<file path="src/rtl/sc_pkg.sv">
package sc_pkg;

    localparam int unsigned DATA_W = 8;
    localparam int unsigned ADDR_W = 2;

    // register addresses
    localparam logic [ADDR_W-1:0] A_CTL    = 2'd0;
    localparam logic [ADDR_W-1:0] A_GEAR   = 2'd1;
    localparam logic [ADDR_W-1:0] A_STAB_L = 2'd2;
    localparam logic [ADDR_W-1:0] A_STAB_H = 2'd3;

    // control bit positions
    localparam int unsigned B_STOP  = 7;
    localparam int unsigned B_ERR   = 0;

    // gear field positions
    localparam int unsigned GEAR_W  = 2;
    localparam int unsigned B_CGEAR = 0;
    localparam int unsigned B_PGEAR = 2;
    localparam int unsigned B_HALVE = 4;

    typedef enum logic [3:0] {
        ST_RUN,
        ST_WAIT_BUS,
        ST_CPU_OFF,
        ST_BUS_OFF,
        ST_STOPPED,
        ST_WAKE,
        ST_PER_ON,
        ST_BUS_ON
    } seq_state_e;

endpackage

</file>
<file path="src/rtl/sc_regs.sv">
module sc_regs
    import sc_pkg::*;
#(
    parameter int unsigned STAB_W   = 16,
    parameter logic [STAB_W-1:0] STAB_RST = 16'h0010
) (
    input  logic              clk,
    input  logic              rst_n,
    input  logic              wr_en,
    input  logic [ADDR_W-1:0] wr_addr,
    input  logic [DATA_W-1:0] wr_data,
    input  logic [ADDR_W-1:0] rd_addr,
    output logic [DATA_W-1:0] rd_data,
    input  logic              seq_idle,
    input  logic              seq_done,
    output logic              stop_go,
    output logic [STAB_W-1:0] stab_val
);

    localparam int unsigned HI_W = STAB_W - DATA_W;

    typedef struct packed {
        logic              stop;
        logic              err;
        logic [GEAR_W-1:0] cgear;
        logic [GEAR_W-1:0] pgear;
        logic              halve;
        logic [STAB_W-1:0] stab;
    } regs_t;

    regs_t r_d, r_q;
    logic  cfg_ok;

    // stop is only legal with halving selected and equal gears
    assign cfg_ok = r_q.halve && (r_q.cgear == r_q.pgear);

    always_comb begin
        r_d     = r_q;
        stop_go = 1'b0;
        if (wr_en) begin
            unique case (wr_addr)
                A_CTL: begin
                    if (wr_data[B_STOP]) begin
                        if (seq_idle) begin
                            if (cfg_ok) begin
                                r_d.stop = 1'b1;
                                stop_go  = 1'b1;
                            end else begin
                                r_d.err  = 1'b1;
                            end
                        end
                    end else if (wr_data[B_ERR]) begin
                        r_d.err = 1'b0;
                    end
                end
                A_GEAR: begin
                    r_d.cgear = wr_data[B_CGEAR +: GEAR_W];
                    r_d.pgear = wr_data[B_PGEAR +: GEAR_W];
                    r_d.halve = wr_data[B_HALVE];
                end
                A_STAB_L: r_d.stab[DATA_W-1:0]      = wr_data;
                A_STAB_H: r_d.stab[STAB_W-1:DATA_W] = wr_data[HI_W-1:0];
                default: ;
            endcase
        end
        if (seq_done) begin
            r_d.stop = 1'b0;
        end
    end

    always_ff @(posedge clk or negedge rst_n) begin
        if (!rst_n) begin
            r_q       <= '0;
            r_q.stab  <= STAB_RST;
        end else begin
            r_q <= r_d;
        end
    end

    always_comb begin
        rd_data = '0;
        unique case (rd_addr)
            A_CTL: begin
                rd_data[B_STOP] = r_q.stop;
                rd_data[B_ERR]  = r_q.err;
            end
            A_GEAR: begin
                rd_data[B_CGEAR +: GEAR_W] = r_q.cgear;
                rd_data[B_PGEAR +: GEAR_W] = r_q.pgear;
                rd_data[B_HALVE]           = r_q.halve;
            end
            A_STAB_L: rd_data         = r_q.stab[DATA_W-1:0];
            A_STAB_H: rd_data[HI_W-1:0] = r_q.stab[STAB_W-1:DATA_W];
            default: rd_data = '0;
        endcase
    end

    assign stab_val = r_q.stab;


    stop_needs_cfg_chk: assert property (@(posedge clk) disable iff (!rst_n)
        $rose(r_q.stop) |-> $past(cfg_ok));


    err_on_bad_cfg_chk: assert property (@(posedge clk) disable iff (!rst_n)
        $rose(r_q.err) |-> ($past(!cfg_ok) && !r_q.stop));


    stop_clr_on_done_chk: assert property (@(posedge clk) disable iff (!rst_n)
        $fell(r_q.stop) |-> $past(seq_done));

endmodule

</file>
<file path="src/rtl/sc_stab_cnt.sv">
module sc_stab_cnt #(
    parameter int unsigned W = 16
) (
    input  logic         clk,
    input  logic         rst_n,
    input  logic         load,
    input  logic [W-1:0] load_val,
    output logic         zero
);

    logic [W-1:0] cnt_d, cnt_q;

    always_comb begin
        cnt_d = cnt_q;
        if (load) begin
            cnt_d = load_val;
        end else if (cnt_q != '0) begin
            cnt_d = cnt_q - 1'b1;
        end
    end

    always_ff @(posedge clk or negedge rst_n) begin
        if (!rst_n) cnt_q <= '0;
        else        cnt_q <= cnt_d;
    end

    assign zero = (cnt_q == '0);


    cnt_no_wrap_chk: assert property (@(posedge clk) disable iff (!rst_n)
        (zero && !load) |=> zero);

endmodule

</file>
<file path="src/rtl/sc_fsm.sv">
module sc_fsm
    import sc_pkg::*;
(
    input  logic clk,
    input  logic rst_n,
    input  logic stop_go,
    input  logic bus_busy,
    input  logic wake,
    input  logic cnt_zero,
    output logic cnt_load,
    output logic seq_idle,
    output logic seq_done,
    output logic cpu_en,
    output logic bus_en,
    output logic per_en,
    output logic osc_en
);

    typedef struct packed {
        seq_state_e st;
        logic       cpu;
        logic       bus;
        logic       per;
        logic       osc;
    } fsm_t;

    fsm_t f_d, f_q;

    always_comb begin
        f_d      = f_q;
        cnt_load = 1'b0;
        unique case (f_q.st)
            ST_RUN:      if (stop_go) f_d.st = ST_WAIT_BUS;
            ST_WAIT_BUS: if (!bus_busy) begin
                             f_d.st  = ST_CPU_OFF;
                             f_d.cpu = 1'b0;
                         end
            ST_CPU_OFF:  begin
                             f_d.st  = ST_BUS_OFF;
                             f_d.bus = 1'b0;
                         end
            ST_BUS_OFF:  begin
                             f_d.st  = ST_STOPPED;
                             f_d.per = 1'b0;
                             f_d.osc = 1'b0;
                         end
            ST_STOPPED:  if (wake) begin
                             f_d.st   = ST_WAKE;
                             f_d.osc  = 1'b1;
                             cnt_load = 1'b1;
                         end
            ST_WAKE:     if (cnt_zero) begin
                             f_d.st  = ST_PER_ON;
                             f_d.per = 1'b1;
                         end
            ST_PER_ON:   begin
                             f_d.st  = ST_BUS_ON;
                             f_d.bus = 1'b1;
                         end
            ST_BUS_ON:   begin
                             f_d.st  = ST_RUN;
                             f_d.cpu = 1'b1;
                         end
            default:     f_d = '{st: ST_RUN, cpu: 1'b1, bus: 1'b1, per: 1'b1, osc: 1'b1};
        endcase
    end

    always_ff @(posedge clk or negedge rst_n) begin
        if (!rst_n) f_q <= '{st: ST_RUN, cpu: 1'b1, bus: 1'b1, per: 1'b1, osc: 1'b1};
        else        f_q <= f_d;
    end

    assign seq_idle = (f_q.st == ST_RUN);
    assign seq_done = (f_q.st == ST_BUS_ON);
    assign cpu_en   = f_q.cpu;
    assign bus_en   = f_q.bus;
    assign per_en   = f_q.per;
    assign osc_en   = f_q.osc;


    hold_while_busy_chk: assert property (@(posedge clk) disable iff (!rst_n)
        (f_q.st == ST_WAIT_BUS && bus_busy) |=> (cpu_en && bus_en && per_en));


    bus_after_cpu_chk: assert property (@(posedge clk) disable iff (!rst_n)
        $fell(bus_en) |-> (!cpu_en && $past(!cpu_en)));


    per_after_bus_chk: assert property (@(posedge clk) disable iff (!rst_n)
        $fell(per_en) |-> (!bus_en && $past(!bus_en) && !osc_en));


    osc_covers_per_chk: assert property (@(posedge clk) disable iff (!rst_n)
        !osc_en |-> !per_en);


    cpu_last_on_chk: assert property (@(posedge clk) disable iff (!rst_n)
        $rose(cpu_en) |-> (bus_en && per_en && osc_en));


    bus_after_per_chk: assert property (@(posedge clk) disable iff (!rst_n)
        $rose(bus_en) |-> $past(per_en));

endmodule

</file>
<file path="src/rtl/stop_clk_seq.sv">
module stop_clk_seq
    import sc_pkg::*;
#(
    parameter int unsigned NIRQ     = 4,
    parameter int unsigned STAB_W   = 16,
    parameter logic [STAB_W-1:0] STAB_RST = 16'h0010
) (
    input  logic              clk,
    input  logic              rst_n,
    input  logic              wr_en,
    input  logic [ADDR_W-1:0] wr_addr,
    input  logic [DATA_W-1:0] wr_data,
    input  logic [ADDR_W-1:0] rd_addr,
    output logic [DATA_W-1:0] rd_data,
    input  logic              bus_busy,
    input  logic [NIRQ-1:0]   irq_pend,
    input  logic [NIRQ-1:0]   irq_ena,
    output logic              cpu_clk_en,
    output logic              bus_clk_en,
    output logic              per_clk_en,
    output logic              osc_en
);

    logic              stop_go;
    logic              seq_idle;
    logic              seq_done;
    logic [STAB_W-1:0] stab_val;
    logic              cnt_load;
    logic              cnt_zero;
    logic              wake;

    assign wake = |(irq_pend & irq_ena);

    sc_regs #(
        .STAB_W   (STAB_W),
        .STAB_RST (STAB_RST)
    ) u_regs (
        .clk      (clk),
        .rst_n    (rst_n),
        .wr_en    (wr_en),
        .wr_addr  (wr_addr),
        .wr_data  (wr_data),
        .rd_addr  (rd_addr),
        .rd_data  (rd_data),
        .seq_idle (seq_idle),
        .seq_done (seq_done),
        .stop_go  (stop_go),
        .stab_val (stab_val)
    );

    sc_stab_cnt #(
        .W (STAB_W)
    ) u_cnt (
        .clk      (clk),
        .rst_n    (rst_n),
        .load     (cnt_load),
        .load_val (stab_val),
        .zero     (cnt_zero)
    );

    sc_fsm u_fsm (
        .clk      (clk),
        .rst_n    (rst_n),
        .stop_go  (stop_go),
        .bus_busy (bus_busy),
        .wake     (wake),
        .cnt_zero (cnt_zero),
        .cnt_load (cnt_load),
        .seq_idle (seq_idle),
        .seq_done (seq_done),
        .cpu_en   (cpu_clk_en),
        .bus_en   (bus_clk_en),
        .per_en   (per_clk_en),
        .osc_en   (osc_en)
    );


    no_wake_without_irq_chk: assert property (@(posedge clk) disable iff (!rst_n)
        ($past(!osc_en) && !wake && !osc_en) |=> !osc_en);

endmodule

</file>
<file path="config.mk">
export PLATFORM = sky130hd
export DESIGN_NAME = stop_clk_seq
export DESIGN_NICKNAME = d
export VERILOG_FILES = /design/src/rtl/sc_pkg.sv /design/src/rtl/sc_regs.sv /design/src/rtl/sc_stab_cnt.sv /design/src/rtl/sc_fsm.sv /design/src/rtl/stop_clk_seq.sv
export SDC_FILE = /design/constraint.sdc
export NUM_CORES = 1
export LEC_CHECK = 0
export ABC_AREA = 1
export ABC_CLOCK_PERIOD_IN_PS = 1700
export BUFFER_PORTS_ARGS = -buffer_cell sky130_fd_sc_hd__buf_2
export CAP_MARGIN = 30
export CORE_ASPECT_RATIO = 0.75
export CORE_MARGIN = 1
export CORE_UTILIZATION = 23
export CTS_CLUSTER_SIZE = 20
export DETAILED_ROUTE_END_ITERATION = 8
export PLACE_DENSITY_LB_ADDON = 0.12
export SLEW_MARGIN = 20
export SYNTH_ARGS = -nofsm -noshare
export SYNTH_HDL_FRONTEND = slang
export SYNTH_SLANG_ARGS = --single-unit
</file>
<file path="constraint.sdc">
create_clock -name clk -period 1.7 [get_ports clk]
set_input_delay 0.17 -clock clk [delete_from_list [all_inputs] [get_ports clk]]
set_output_delay 0.17 -clock clk [all_outputs]
set_load 0.05 [all_outputs]
</file>
==> flow_summary.json <==
{
  "synth_area_um2": 2492,
  "initialDrtViolationCount": 88,
  "fin_area_um2": 3073,
  "row_count": 32,
  "fp.dieW_um": 122.2,
  "critical_path_class": "reg -> reg",
  "die_area_um2": 11260,
  "setup_violations": 0,
  "clock-sinks": 46,
  "hold_class": "in -> reg",
  "syn_nets": 366,
  "fin_crit_sh": 0.9156,
  "ioPinCount": 36,
  "grt_overflow": 0,
  "hpwl_mm": 4.915,
  "rr_endpoint": "u_cnt.cnt_q[13]",
  "clock_latency_ns": 0.29,
  "ys_ff_latch": 46,
  "r2r_setup_slack_ns": 0.14,
  "diodes": 0,
  "finalHoldViolations": 0,
  "grt.total_usage": 0.1281,
  "syn_to_final_growth_pct": 23.29,
  "synth_area_leaders": "dfrtp_1, nand2_1, nor2_1",
  "arrival_ns": 1.74,
  "vias": 2291,
  "grt_pass1_wl_mm": 11.01,
  "ant_nets": 0,
  "worstSetupStartpointType": "flop",
  "cts_buffers": 5,
  "path_delay_family": "simple AND/OR/NAND/NOR gates",
  "seq_area_frac_synth": 0.4644,
  "wl_per_cell_um": 12.68,
  "regArea_um2": 1157,
  "die_h_um": 92.15,
  "ir_worst_vdd_v": 0.0005057,
  "slew_headroom": 0.6139,
  "clkTransAtPathRegs_ns": 0.07,
  "grt_pass1_vias": 2155,
  "fillCellCount": 1152,
  "ys.warnings.count": 0,
  "maxCapViolations": 0,
  "cts_tree": "done",
  "holdPathStages": 3,
  "postLayoutCoreUtil": 0.2952,
  "reg2reg_from": "u_cnt.cnt_q[0]",
  "whs_endpoint": "u_regs.stab_val[5]",
  "start_util": 0.2394,
  "pwr_density_cell_nw_per_um2": 1620,
  "cpPeakStageDelay_ns": 0.40,
  "crit_path_top_delay_cell": "dfrtp_1",
  "setup_slack_ns": 0.1434,
  "place_congestion": 0.7825,
  "antenna_found_initial": 0,
  "nNetsFinal": 416,
  "critPathBufInv": 2,
  "crit_path_cell_trace": "inv_1, ha_1, inv_1, nor2_1, nand2_1, nor2_4, a21oi_2, nand2_1, nand2_1",
  "drt-total-wl_mm": 6.683,
  "first_pass_iters": 5,
  "critPathRequiredTime_ns": 1.88,
  "cp_common_cell": "nand2_1",
  "multi_input_area_um2": 1181,
  "min_period_ns": 1.557,
  "pre_cts_ws_ns": 0.07840,
  "synthCells": 340,
  "slew_viol_final": 0,
  "synth_top_cell_by_area": "dfrtp_1",
  "p_leak_nw": 1.574,
  "cp_max_fo": 7,
  "h-tree-depth": 2,
  "yosysTopAreaCellShare": 0.4116,
  "route.detailed.drc": 0,
  "coreArea_um2": 10410,
  "r2r_cells": 9,
  "tightest_slew_ns": 0.5775,
  "hold_start": "wr_data[5]",
  "post_synth.cell_area_avg_um2": 7.331,
  "postPlaceCellArea_um2": 2888,
  "worst_setup_path_end_kind": "flop",
  "fin_skew_ns": 0.005943,
  "cts_root_buffer": "clkbuf_16",
  "placement.io_buffers": 35,
  "synth_cell_type_count": 28,
  "max_freq_ghz": 0.6424,
  "drive_above_1_share": 0.1816,
  "fin_tns_setup_ns": 0,
  "cts_max_path_buffers": 2,
  "routed_via_density": 4.347,
  "status": "finished, final reports clean",
  "grt_max_degree": 47
}
==> layout by cell type, fill, tap and decap left out, types with 3 or more instances in the layout <==
cell	n
a21oi_1	3
buf_2	35
buf_4	10
clkbuf_16	5
dfrtp_1	41
dfstp_2	5
inv_1	33
nand2_1	137
nand3_1	17
nand4_1	3
nor2_1	35
nor2_2	5
nor3_1	3
o21ai_0	23
xnor2_1	4
xor2_1	8
==> flip-flops by register name (all words and copies together) (netlist names) <==
name             count
u_fsm.per_en         1
u_regs.stab_val     16
u_fsm.cpu_en         1
u_cnt.cnt_q         16
u_regs.r_q           7
u_fsm.f_q            3
u_fsm.bus_en         1
u_fsm.osc_en         1
==> area by class of cell <==
cell class / count / share of cell area
multi-input combinational: 254 / 0.3844
sequential: 46 / 0.3766
timing repair buffer: 47 / 0.09121
tap: 136 / 0.05537
inverter: 36 / 0.04479
clock buffer: 5 / 0.04072
clock inverter: 3 / 0.006922
==> worst max-delay path by stage <==
stage / start / depth (start not counted) / end
detailed placement: u_cnt.cnt_q[0] / 9 / u_cnt.cnt_q[15]
global route: u_cnt.cnt_q[0] / 9 / u_cnt.cnt_q[10]
CTS: u_cnt.cnt_q[0] / 9 / u_cnt.cnt_q[15]
floorplan: u_cnt.cnt_q[0] / 10 / u_cnt.cnt_q[13]
global placement: u_cnt.cnt_q[0] / 8 / u_cnt.cnt_q[10]
finish: u_cnt.cnt_q[0] / 9 / u_cnt.cnt_q[13]
==> stage by stage <==
stage | std cells | power (W) | hold slack [ns]
2_1_floorplan | 340 | 0.003312 | -0.1256
3_3_place_gp | 516 | 0.003961 | 0.1829
3_5_place_dp | 516 | 0.003954 | 0.1784
4_1_cts | 525 | 0.004988 | 0.1348
5_1_grt | 527 | 0.005431 | 0.1541
6_report | 527 | 0.004977 | 0.1406
==> layer usage <==
| metal | vias to the layer above | routed length, µm | share of wire | track usage |
|---|---|---|---|---|
| met5 | - | 0 | 0 | 0 |
| met4 | 0 | 34 | 0.0051 | 0.02236 |
| met1 | 1050 | 3696 | 0.55 | 0.1941 |
| met2 | 63 | 2613 | 0.39 | 0.1774 |
| met3 | 4 | 338 | 0.051 | 0.03731 |
| li1 | 1174 | - | - | - |
==> cell usage after synthesis <==
library cell,instances
a22o_1,2
o211ai_1,1
clkbuf_1,2
nor2_2,3
nor2_1,38
o2111ai_1,1
a21oi_1,3
ha_1,2
nor3_1,3
inv_1,33
dfstp_2,5
inv_2,2
nand4_1,3
o21ai_0,23
o22ai_1,1
dfrtp_1,41
buf_6,2
a21oi_4,1
o21ai_1,1
inv_4,1
nand3_1,17
xor2_1,8
buf_4,1
o31ai_1,2
o21ai_4,1
a31oi_1,2
nand2_1,137
xnor2_1,4
==> worst register-to-register path, stage by stage, from the launching register on <==
cell	delay, ns
dfrtp_1	0.40
inv_1	0.13
ha_1	0.18
inv_1	0.04
nor2_1	0.11
nand2_1	0.10
nor2_4	0.17
a21oi_2	0.16
nand2_1	0.11
nand2_1	0.05
==> power by group <==
part / internal [W] / leakage [nW] / total (W) / switching, W
registers: 0.00149 / 0.565 / 0.00178 / 0.000290
clock network: 0.000546 / 0.0698 / 0.000998 / 0.000452
logic: 0.000766 / 0.939 / 0.00220 / 0.00143
==> cell families (layout without fill, tap and decap cells) <==
kind of cell               Yosys count  count (layout)  synth area share
AOI/OAI and AO/OA                   38              39           0.09438
xor gates and xnor gates            12              12           0.04217
DFF                                 46              46            0.4644
buffers and inverters               41              91           0.07029
and+or+nand+nor                    201             201            0.3188
adders and majority gates            2               2           0.01004
==> what timing repair did <==
item                                   4_1_cts  5_1_grt
setup endpoints to repair                    0       15
resized for setup                            0        4
hold buffers                                 1        0
buffers inserted                             0        1
endpoints found under the hold margin       41        0
Power figures use the tool's default switching activity.
